`config.mk`:
```
export PLATFORM = sky130hd
export DESIGN_NAME = rtc_timebase_ctl
export DESIGN_NICKNAME = d
export VERILOG_FILES = /design/src/rtl/rtc_ctl_pkg.sv /design/src/rtl/rtc_ctl_regfile.sv /design/src/rtl/rtc_upd_seq.sv /design/src/rtl/rtc_irq_flags.sv /design/src/rtl/rtc_timebase_ctl.sv
export SDC_FILE = /design/constraint.sdc
export NUM_CORES = 1
export LEC_CHECK = 0
export BUFFER_PORTS_ARGS = -buffer_cell sky130_fd_sc_hd__clkbuf_2
export CORE_UTILIZATION = 48
export DETAILED_ROUTE_END_ITERATION = 10
export HOLD_SLACK_MARGIN = 0.15
export PLACE_DENSITY = 0.77
export SETUP_SLACK_MARGIN = 0.05
export SLEW_MARGIN = 10
export SYNTH_ARGS = -nofsm -noshare
export SYNTH_HDL_FRONTEND = slang
export SYNTH_HIERARCHICAL = 1
export SYNTH_SLANG_ARGS = --single-unit
```
`constraint.sdc`:
```
create_clock -name clk -period 1.7 [get_ports clk]
set_input_delay 0.085 -clock clk [delete_from_list [all_inputs] [get_ports clk]]
set_output_delay 0.085 -clock clk [all_outputs]
set_load 0.03 [all_outputs]
```
`src/rtl/rtc_ctl_pkg.sv`:
```
package rtc_ctl_pkg;

    typedef enum logic [1:0] {
        SQ_HALT = 2'd0,
        SQ_WAIT = 2'd1,
        SQ_LEAD = 2'd2,
        SQ_UPD  = 2'd3
    } seq_state_t;

    localparam logic [7:0] REG_A_ADDR = 8'h0A;
    localparam logic [7:0] REG_B_ADDR = 8'h0B;
    localparam logic [7:0] REG_C_ADDR = 8'h0C;
    localparam logic [7:0] REG_D_ADDR = 8'h0D;

    localparam logic [2:0] OS_HALF_START = 3'b010;

    // divider runs for 01x
    function automatic logic os_div_on(input logic [2:0] os);
        return os[2:1] == 2'b01;
    endfunction

    // oscillator runs for 01x and 11x
    function automatic logic os_osc_on(input logic [2:0] os);
        return os[1];
    endfunction

endpackage

```
`src/rtl/rtc_ctl_regfile.sv`:
```
module rtc_ctl_regfile
    import rtc_ctl_pkg::*;
(
    input  logic       clk,
    input  logic       rst_n,
    input  logic       wr_en,
    input  logic [7:0] addr,
    input  logic [7:0] wdata,
    input  logic       batt_ok_i,
    output logic [2:0] os_o,
    output logic [3:0] rs_o,
    output logic       uti_o,
    output logic       pie_o,
    output logic       aie_o,
    output logic       uie_o,
    output logic [2:0] fmt_o,
    output logic       vrt_o,
    output logic       restart_o
);

    logic       wr_a;
    logic       wr_b;
    logic [2:0] os_q;
    logic [3:0] rs_q;
    logic       uti_q;
    logic [2:0] fmt_q;
    logic [2:0] en_q;
    logic       vrt_q;
    logic       unused_wbits;

    assign wr_a = wr_en && (addr == REG_A_ADDR);
    assign wr_b = wr_en && (addr == REG_B_ADDR);
    assign unused_wbits = wdata[3];

    // Mode and rate bits: untouched by reset
    always_ff @(posedge clk) begin
        if (wr_a) begin
            os_q <= wdata[6:4];
            rs_q <= wdata[3:0];
        end
        if (wr_b) begin
            uti_q <= wdata[7];
            fmt_q <= wdata[2:0];
        end
    end

    // Interrupt enables: cleared by reset
    always_ff @(posedge clk or negedge rst_n) begin
        if (!rst_n) begin
            en_q  <= 3'b000;
            vrt_q <= 1'b0;
        end else begin
            if (wr_b) begin
                en_q <= wdata[6:4];
            end
            vrt_q <= batt_ok_i;
        end
    end

    always_comb begin
        os_o      = os_q;
        rs_o      = rs_q;
        uti_o     = uti_q;
        pie_o     = en_q[2];
        aie_o     = en_q[1];
        uie_o     = en_q[0];
        fmt_o     = fmt_q;
        vrt_o     = vrt_q;
        restart_o = wr_a && (wdata[6:4] == OS_HALF_START);
    end


    regb_en_wr_chk: assert property (@(posedge clk) disable iff (!rst_n)
        wr_b |=> (pie_o == $past(wdata[6])) && (aie_o == $past(wdata[5]))
                 && (uie_o == $past(wdata[4])));


    rega_hold_chk: assert property (@(posedge clk) disable iff (!rst_n)
        !wr_a |=> $stable(os_o) && $stable(rs_o));

endmodule

```
`src/rtl/rtc_upd_seq.sv`:
```
module rtc_upd_seq
    import rtc_ctl_pkg::*;
#(
    parameter int TICKS_PER_SEC = 64,
    parameter int UIP_LEAD      = 4
) (
    input  logic clk,
    input  logic rst_n,
    input  logic tick_i,
    input  logic div_run_i,
    input  logic restart_i,
    input  logic uti_i,
    output logic upd_stb_o,
    output logic uip_o
);

    localparam int CW = $clog2(TICKS_PER_SEC + 1);
    localparam logic [CW-1:0] LOAD_FULL  = CW'(TICKS_PER_SEC);
    localparam logic [CW-1:0] LOAD_HALF  = CW'(TICKS_PER_SEC / 2);
    localparam logic [CW-1:0] LEAD_ENTRY = CW'(UIP_LEAD + 1);
    localparam logic [CW-1:0] ONE        = CW'(1);

    seq_state_t    st_q, st_d;
    logic [CW-1:0] cnt_q, cnt_d;

    // Next state and counter
    always_comb begin
        st_d  = st_q;
        cnt_d = cnt_q;
        unique case (st_q)
            SQ_HALT: begin
                if (restart_i) begin
                    st_d  = SQ_WAIT;
                    cnt_d = LOAD_HALF;
                end else if (div_run_i) begin
                    st_d  = SQ_WAIT;
                    cnt_d = LOAD_FULL;
                end
            end
            SQ_WAIT: begin
                if (restart_i) begin
                    cnt_d = LOAD_HALF;
                end else if (!div_run_i) begin
                    st_d = SQ_HALT;
                end else if (tick_i) begin
                    cnt_d = cnt_q - ONE;
                    if (cnt_q == LEAD_ENTRY) begin
                        st_d = SQ_LEAD;
                    end
                end
            end
            SQ_LEAD: begin
                if (restart_i) begin
                    st_d  = SQ_WAIT;
                    cnt_d = LOAD_HALF;
                end else if (!div_run_i) begin
                    st_d = SQ_HALT;
                end else if (tick_i) begin
                    if (cnt_q == ONE) begin
                        st_d = SQ_UPD;
                    end else begin
                        cnt_d = cnt_q - ONE;
                    end
                end
            end
            SQ_UPD: begin
                cnt_d = tick_i ? (LOAD_FULL - ONE) : LOAD_FULL;
                if (restart_i) begin
                    st_d  = SQ_WAIT;
                    cnt_d = LOAD_HALF;
                end else if (div_run_i) begin
                    st_d = SQ_WAIT;
                end else begin
                    st_d = SQ_HALT;
                end
            end
            default: begin
                st_d  = SQ_HALT;
                cnt_d = '0;
            end
        endcase
    end

    // State register
    always_ff @(posedge clk or negedge rst_n) begin
        if (!rst_n) begin
            st_q  <= SQ_HALT;
            cnt_q <= '0;
        end else begin
            st_q  <= st_d;
            cnt_q <= cnt_d;
        end
    end

    // Outputs
    always_comb begin
        upd_stb_o = (st_q == SQ_UPD);
        uip_o     = ((st_q == SQ_LEAD) || (st_q == SQ_UPD)) && !uti_i;
    end


    stb_single_chk: assert property (@(posedge clk) disable iff (!rst_n)
        upd_stb_o |=> !upd_stb_o);


    stb_needs_tick_chk: assert property (@(posedge clk) disable iff (!rst_n)
        $rose(upd_stb_o) |-> $past(tick_i));


    lead_before_stb_chk: assert property (@(posedge clk) disable iff (!rst_n)
        $rose(upd_stb_o) |-> $past(st_q == SQ_LEAD));


    uip_drop_chk: assert property (@(posedge clk) disable iff (!rst_n)
        upd_stb_o |=> !uip_o);


    halt_quiet_chk: assert property (@(posedge clk) disable iff (!rst_n)
        (!div_run_i && !restart_i) |=> !upd_stb_o);

endmodule

```
`src/rtl/rtc_irq_flags.sv`:
```
module rtc_irq_flags #(
    parameter int N_FLAGS = 3
) (
    input  logic               clk,
    input  logic               rst_n,
    input  logic               rd_clr_i,
    input  logic [N_FLAGS-1:0] set_i,
    input  logic [N_FLAGS-1:0] en_i,
    output logic [N_FLAGS-1:0] flag_o,
    output logic               intf_o
);

    logic [N_FLAGS-1:0] flag_q;

    for (genvar i = 0; i < N_FLAGS; i++) begin : g_flag
        // Set takes priority over read-clear
        always_ff @(posedge clk or negedge rst_n) begin
            if (!rst_n) begin
                flag_q[i] <= 1'b0;
            end else if (set_i[i]) begin
                flag_q[i] <= 1'b1;
            end else if (rd_clr_i) begin
                flag_q[i] <= 1'b0;
            end
        end


        flag_set_chk: assert property (@(posedge clk) disable iff (!rst_n)
            set_i[i] |=> flag_o[i]);


        flag_clr_chk: assert property (@(posedge clk) disable iff (!rst_n)
            (rd_clr_i && !set_i[i]) |=> !flag_o[i]);
    end

    always_comb begin
        flag_o = flag_q;
        intf_o = |(flag_q & en_i);
    end

endmodule

```
`src/rtl/rtc_timebase_ctl.sv`:
```
module rtc_timebase_ctl
    import rtc_ctl_pkg::*;
#(
    parameter int TICKS_PER_SEC = 64,
    parameter int UIP_LEAD      = 4
) (
    input  logic       clk,
    input  logic       rst_n,
    input  logic [7:0] bus_addr,
    input  logic       bus_wr,
    input  logic       bus_rd,
    input  logic [7:0] bus_wdata,
    output logic [7:0] bus_rdata,
    input  logic       tick_i,
    input  logic       periodic_evt_i,
    input  logic       alarm_evt_i,
    input  logic       batt_ok_i,
    output logic       upd_stb_o,
    output logic       uip_o,
    output logic       irq_o,
    output logic [3:0] rate_sel_o,
    output logic       osc_on_o,
    output logic       div_run_o
);

    logic [2:0] os;
    logic [3:0] rs;
    logic       uti, pie, aie, uie, vrt, restart;
    logic [2:0] fmt;
    logic [2:0] flags;
    logic       intf;
    logic       stb;
    logic       uip;
    logic       rd_c;

    rtc_ctl_regfile u_regs (
        .clk       (clk),
        .rst_n     (rst_n),
        .wr_en     (bus_wr),
        .addr      (bus_addr),
        .wdata     (bus_wdata),
        .batt_ok_i (batt_ok_i),
        .os_o      (os),
        .rs_o      (rs),
        .uti_o     (uti),
        .pie_o     (pie),
        .aie_o     (aie),
        .uie_o     (uie),
        .fmt_o     (fmt),
        .vrt_o     (vrt),
        .restart_o (restart)
    );

    rtc_upd_seq #(
        .TICKS_PER_SEC (TICKS_PER_SEC),
        .UIP_LEAD      (UIP_LEAD)
    ) u_seq (
        .clk       (clk),
        .rst_n     (rst_n),
        .tick_i    (tick_i),
        .div_run_i (os_div_on(os)),
        .restart_i (restart),
        .uti_i     (uti),
        .upd_stb_o (stb),
        .uip_o     (uip)
    );

    assign rd_c = bus_rd && (bus_addr == REG_C_ADDR);

    // flags ordered {PF, AF, UF}
    rtc_irq_flags #(.N_FLAGS(3)) u_flags (
        .clk      (clk),
        .rst_n    (rst_n),
        .rd_clr_i (rd_c),
        .set_i    ({periodic_evt_i, alarm_evt_i, stb}),
        .en_i     ({pie, aie, uie}),
        .flag_o   (flags),
        .intf_o   (intf)
    );

    always_comb begin
        unique case (bus_addr)
            REG_A_ADDR: bus_rdata = {uip, os, rs};
            REG_B_ADDR: bus_rdata = {uti, pie, aie, uie, 1'b0, fmt};
            REG_C_ADDR: bus_rdata = {intf, flags, 4'b0000};
            REG_D_ADDR: bus_rdata = {vrt, 7'b0};
            default:    bus_rdata = 8'h00;
        endcase
    end

    always_comb begin
        upd_stb_o  = stb;
        uip_o      = uip;
        irq_o      = intf;
        rate_sel_o = rs;
        osc_on_o   = os_osc_on(os);
        div_run_o  = os_div_on(os);
    end


    uti_blocks_uip_chk: assert property (@(posedge clk) disable iff (!rst_n)
        uti |-> !uip_o);


    uf_after_stb_chk: assert property (@(posedge clk) disable iff (!rst_n)
        upd_stb_o |=> flags[0]);

endmodule

```
## Yosys cells after proc, flatten, opt, wreduce, memory -nomap -nowiden

Cells that the tools add are included.
Widths: inputs -> output; s select.

- Equality and inequality tests: 22
- Mux-type cells: 30
- Bitwise gates (word level): 1
- Add/subtract/negate cells: 1
- Reduce and logical (&&, ||, !) cells: 14

Operators by type and width:

| kind | number |
|---|---|
| $mux 7 | 11 |
| $eq 8x4->1 const B | 4 |
| $pmux 8 s4 | 1 |
| $pmux 7 s4 | 1 |
| $mux 2 | 11 |
| $ne 3x3->1 const B | 5 |
| $reduce_and 6->1 | 2 |
| $ne 3x2->1 const B | 3 |
| $ne 4x4->1 const B | 2 |
| $pmux 2 s4 | 1 |
| $eq 7x1->1 const B | 1 |
| $eq 7x3->1 const B | 1 |
| $sub 7x1->7 const B | 1 |
| $reduce_bool 2->1 | 3 |
| $logic_and 1x1->1 | 5 |
| $mux 1 | 5 |
| $eq 2x1->1 const B | 2 |
| $eq 2x2->1 const B | 2 |
| $and 3x3->3 | 1 |
| $eq 3x2->1 const B | 1 |
| $reduce_or 3->1 | 1 |
| $logic_not 2->1 | 1 |
| $ne 2x2->1 const B | 1 |
| $logic_not 1->1 | 1 |
| $logic_or 1x1->1 | 1 |

- Output and inout port bits: 17
- Register bits: 27
- Logic and storage cells: 79

## Longest topological paths before layout

- Word-level depth: 6
- Mapped depth: 10

## By module

Netlist, hierarchy kept.

By module, submodules not included:

| module | area each (µm²) | cells each | times used |
|---|---|---|---|
| rtc_upd_seq | 815.8 | 92 | 1 |
| rtc_ctl_regfile | 529.3 | 25 | 1 |
| rtc_timebase_ctl | 239.0 | 35 | 1 |
| rtc_irq_flags | 116.4 | 9 | 1 |

## Worst setup path before layout

Ideal clock, no wire load.

- Path type: register to register
- Start point: reg u_regs.os_q[1] (netlist: u_regs/os_o[1])
- End point: reg u_seq.cnt_q[5]
- Buffers on the path: 1
- Data arrival time: 2193 ps
- Library setup time: 119 ps
- Required time: 1581 ps
- Stages on the path, launching flop included: 7
- Setup slack: -612 ps
- Cells stage by stage: edfxtp_1 -> nor2b_1 -> nor2b_1 -> o311a_4 -> or2_1 -> buf_6 -> o21a_1

- Word-level cells in the longest chain between the ends: 3
- Elaborated cells between the ends (all ways): 5

Ends and longest elaborated chain:

| item | line | source |
|---|---|---|
| from (decl) | rtc_ctl_regfile.sv:23 | `logic [2:0] os_q;` |
| from (signal assigned) | rtc_ctl_regfile.sv:38 | `os_q <= wdata[6:4];` |
| $eq 2x1->1 * | n/a |  |
| net div_run_o | rtc_timebase_ctl.sv:23 | `output logic div_run_o` |
| $ne 3x2->1 (no source line) | n/a |  |
| $reduce_and 6->1 (no source line) * | n/a |  |
| to (signal assigned) | rtc_upd_seq.sv:91 | `cnt_q <= cnt_d;` |
| to (decl) | rtc_upd_seq.sv:24 | `logic [CW-1:0] cnt_q, cnt_d;` |

The timed path passes the listed nets; every way through them passes the cells marked *.
A chain may end at the register's enable or synchronous reset.

## Worst setup path in the final report

- Start point: reg u_seq.st_q[1]
- End point: out bus_rdata[7]

- Word-level cells in the longest chain between the ends: 4
- Elaborated cells between the ends (all ways): 5

Ends and longest elaborated chain:

| item | line | source |
|---|---|---|
| from (decl) | rtc_upd_seq.sv:23 | `seq_state_t st_q, st_d;` |
| from (signal assigned) | rtc_upd_seq.sv:90 | `st_q <= st_d;` |
| $eq 2x2->1 | rtc_upd_seq.sv:98 | `uip_o = ((st_q == SQ_LEAD) \|\| (st_q == SQ_UPD)) && !uti_i;` |
| $logic_or 1x1->1 * | rtc_upd_seq.sv:98 |  |
| $logic_and 1x1->1 * | rtc_upd_seq.sv:98 |  |
| $pmux 8 s4 * | rtc_timebase_ctl.sv:82 | `unique case (bus_addr)` |
| to (decl) | rtc_timebase_ctl.sv:13 | `output logic [7:0] bus_rdata,` |

Mark *: on every way between the ends. The rest lies on a longest branch, timed or not.

==> impl_results.md <==
- Result of the run: finished, violations left
- Failing checks: setup timing
- Post-synth EDFFs: 11
- Transition time at the pin with the least slew margin: 0.448 ns
- Routability-driven placement congestion ratio: 0.853
- Non-filler instance count after layout: 295
- Proportion of power drawn by the clock network: 0.104
- Final-report setup violation count: 10
- Pre-Repair DR Iteration Count: 5
- Initial antenna violation count: 0
- Width of the die: 61.5 um
- Insertion delay of the later-clocked pin in the worst-skew pair: 0.32 ns
- Number of fill cells: 228
- First-pass GRT wire length: 7.29 mm
- Leakage power figure: 0.00113 uW
- Net switching power figure: 1110 uW
- Number of antenna cells inserted: 0
- 1st-iter DRT viols: 77
- Ratio of cells with drive above 1 in the final layout: 0.482
- Power density cells: 1050 nW/um2
- Startpoint type of the worst setup path: flop
- Switching portion of total power: 0.406
- Worst Slack Setup Final: -0.225 ns
- Via count of the first global-routing pass: 1638
- Final period util: 1.13
- Routed wire length: 4.94 mm
- DR vias: 1672
- Combinational group share of total power: 0.563
- Internal power: 1620 uW
- Max-slew headroom: 0.700
- Height of the die: 61.5 um
- Net count reported at finish: 281
- Seq pwr share: 0.332
- Worst ir drop on vdd: 0.808 mV
- Syn Inst Count: 161
- Count of input and output buffers: 40
- Source of the critical timing path: u_seq/st_q[1]
- Aggregate global routing overflow: 0
- Highest Clock Rate: 520 MHz
- Max-cap viol count: 0
- Residual DRC: 0
- Async set-or-reset flop fraction in the synthesized netlist: 0.593
- CTS max path bufs: 2
- Largest net degree at the start of global routing: 17
- Clock sink total: 27
- Minimum period implied by the final worst setup slack: 1.92 ns
- Post-synthesis net count: 192
- Worst r2r src: u_seq/st_q[0]
- Final HPWL from detailed placement: 3.49 mm
- Count of final max-slew check failures: 0
- Worst slack at placement: -0.348 ns
- Clock tree from TritonCTS: done
- Cell count after placement: 272
- Hold slack final: 0.182 ns
- Area grow syn2layout: 53.0%
- Yosys cell types: 50
- Area of the multi-input gates: 1110 um2
- Type of the worst setup path: flop to output pin
- Layout Skew: 0.00736 ns
- Number of vias per cell after detailed routing: 5.67
- Dominant register cell in the synthesized netlist: sky130_fd_sc_hd__dfrtp_1
- Number of hold violations in the final report: 0
- Ys Warns: 6
- Die area: 3780 um2
- Sequential element share of the synthesized area: 0.430
- Top Ports: 41
- Critical Path End Type: output pin
- Placement row count: 21
- Clock Pin Slew Worst Setup and Hold Paths: 0.15 ns
- Cell types occupying the most area after synthesis: sky130_fd_sc_hd__dfrtp_1 (24%), sky130_fd_sc_hd__edfxtp_1 (19%), sky130_fd_sc_hd__ha_1 (5.2%)
- Post-detailed-route count of antenna-violating nets: 0
- Register cell area after layout: 731 um2
- Area fraction of the dominant cell type after synthesis: 0.235
- Class of the tightest hold or removal check: primary input to flop
- Initial core utilization: 0.506
- Area inside the core boundary: 3360 um2
- #FFs+latches synth: 27
- Required time at the worst-slack endpoint: 1.62 ns
- Post-synthesis cell type with the largest combined area: sky130_fd_sc_hd__dfrtp_1
- Post-place instance area: 2200 um2
- Hold path start: bus_rd
- Syn avg cell area: 10.6 um2
- Worst-path maximum fanout: 3
- CTS Root Buffer Type: sky130_fd_sc_hd__clkbuf_4
- Routed wirelength normalized by instance count: 16.7 um
- Total clock buffers created by CTS: 3
- Combined global-route utilization of all metal layers: 0.267
- Depth of the CTS H-tree: 1
- RSZ-0062 raised after global routing: true
- Worst EP arrival: 1.84 ns
- Final Cell Area: 2600 um2
- Synthesized cell area: 1700 um2
==> worst paths after layout <==
check	slack, ns	cells after the start	end
setup / recovery	-0.22	8	bus_rdata[7]
hold / removal	0.18	5	u_flags/flag_o[1]
setup reg to reg	-0.21	7	u_seq/cnt_q[4]
hold reg to reg	0.56	1	u_regs/en_q[1]
max in group asynchronous	1.19	2	u_regs/vrt_o
min in group asynchronous	0.21	2	u_seq/cnt_q[0]
==> timing repair <==
action	CTS	global route
pin swaps	10	9
setup buffers	3	4
endpoints found under the setup margin	10	13
hold endpoints to repair	33	0
gates resized for setup	28	14
hold buffers	12	0
==> power by group through the flow <==
stage / registers (uW) / clock network, uW / logic (uW)
global route: 917 / 316 / 1650
global placement: 875 / 0 / 1100
floorplan: 862 / 0 / 737
finish: 906 / 284 / 1540
detailed placement: 881 / 0 / 1140
CTS: 891 / 292 / 1360
==> cell usage in the layout (no fill, tap or decap), types with 5 or more instances in the layout <==
cell and count:
sky130_fd_sc_hd__nor2_1 8, sky130_fd_sc_hd__dfrtp_1 16, sky130_fd_sc_hd__clkbuf_2 37, sky130_fd_sc_hd__a31oi_1 7
sky130_fd_sc_hd__mux2i_1 5, sky130_fd_sc_hd__nor3_1 7, sky130_fd_sc_hd__o31ai_4 6, sky130_fd_sc_hd__inv_1 9
sky130_fd_sc_hd__o21ai_0 5, sky130_fd_sc_hd__edfxtp_1 11, sky130_fd_sc_hd__dlygate4sd3_1 12, sky130_fd_sc_hd__a21oi_1 6
sky130_fd_sc_hd__buf_4 34
==> sequential cells by signal, indices dropped and copies added, names as in the netlist <==
signal,flops
u_regs/uti_o,1
u_flags/flag_o,3
u_regs/vrt_o,1
u_seq/st_q,2
u_regs/fmt_o,3
u_regs/rs_o,4
u_seq/cnt_q,7
u_regs/os_o,3
u_regs/en_q,3
==> worst max-delay path, stage by stage, from the launching register on <==
cell and delay (ns):
sky130_fd_sc_hd__dfrtp_1 0.44, sky130_fd_sc_hd__buf_6 0.14, sky130_fd_sc_hd__ha_4 0.17, sky130_fd_sc_hd__nor2_4 0.14, sky130_fd_sc_hd__nor2_4 0.04, sky130_fd_sc_hd__nor2b_4 0.12
sky130_fd_sc_hd__a32oi_2 0.20, sky130_fd_sc_hd__a31oi_4 0.12, sky130_fd_sc_hd__buf_8 0.15
==> metal layers <==
layer | share of wire | global-route usage
met1 | 0.39 | 0.283
met2 | 0.55 | 0.536
met3 | 0.038 | 0.0273
met4 | 0.018 | 0.0952
met5 | 0 | 0
==> cell usage after synthesis, types with 2 or more instances <==
master and instances:
sky130_fd_sc_hd__a21o_1 4, sky130_fd_sc_hd__o31ai_2 4, sky130_fd_sc_hd__nor3_1 7, sky130_fd_sc_hd__mux2i_1 5
sky130_fd_sc_hd__and3_1 3, sky130_fd_sc_hd__nand2b_1 3, sky130_fd_sc_hd__nor4b_1 3, sky130_fd_sc_hd__a211oi_1 2
sky130_fd_sc_hd__o21ai_0 6, sky130_fd_sc_hd__a31oi_1 8, sky130_fd_sc_hd__buf_2 2, sky130_fd_sc_hd__nand3_1 3
sky130_fd_sc_hd__nor2b_1 7, sky130_fd_sc_hd__edfxtp_1 11, sky130_fd_sc_hd__inv_1 11, sky130_fd_sc_hd__nand4b_1 2
sky130_fd_sc_hd__or2_2 2, sky130_fd_sc_hd__nor2_1 10, sky130_fd_sc_hd__ha_1 7, sky130_fd_sc_hd__nand3b_1 2
sky130_fd_sc_hd__mux2_1 3, sky130_fd_sc_hd__nand2_1 2, sky130_fd_sc_hd__o31ai_1 4, sky130_fd_sc_hd__buf_4 2
sky130_fd_sc_hd__a21oi_1 6, sky130_fd_sc_hd__dfrtp_1 16, sky130_fd_sc_hd__nor4bb_1 3
==> per-stage QoR <==
stage / power (uW) / util / TNS (ns)
after floorplan: 1600 / - / -1.90
after global placement: 1970 / 0.655 / -2.29
after detailed placement: 2030 / 0.655 / -2.99
after CTS: 2540 / 0.746 / -0.477
after global routing: 2880 / 0.773 / -2.14
final: 2730 / 0.773 / -1.74
==> logic make-up after synthesis <==
group,share of synthesized area
simple gates,0.226
compound gates,0.196
flops,0.430
buf+inv,0.0478
mux,0.0493
fa+ha+maj,0.0515
==> layout make-up <==
class | instances | area share
inverter | 11 | 0.0159
multi-input combinational | 117 | 0.426
clock inverter | 1 | 0.00289
sequential | 27 | 0.281
tap | 46 | 0.0221
timing repair buffer | 90 | 0.243
clock buffer | 3 | 0.00866
(Power assumes the default switching activity.)
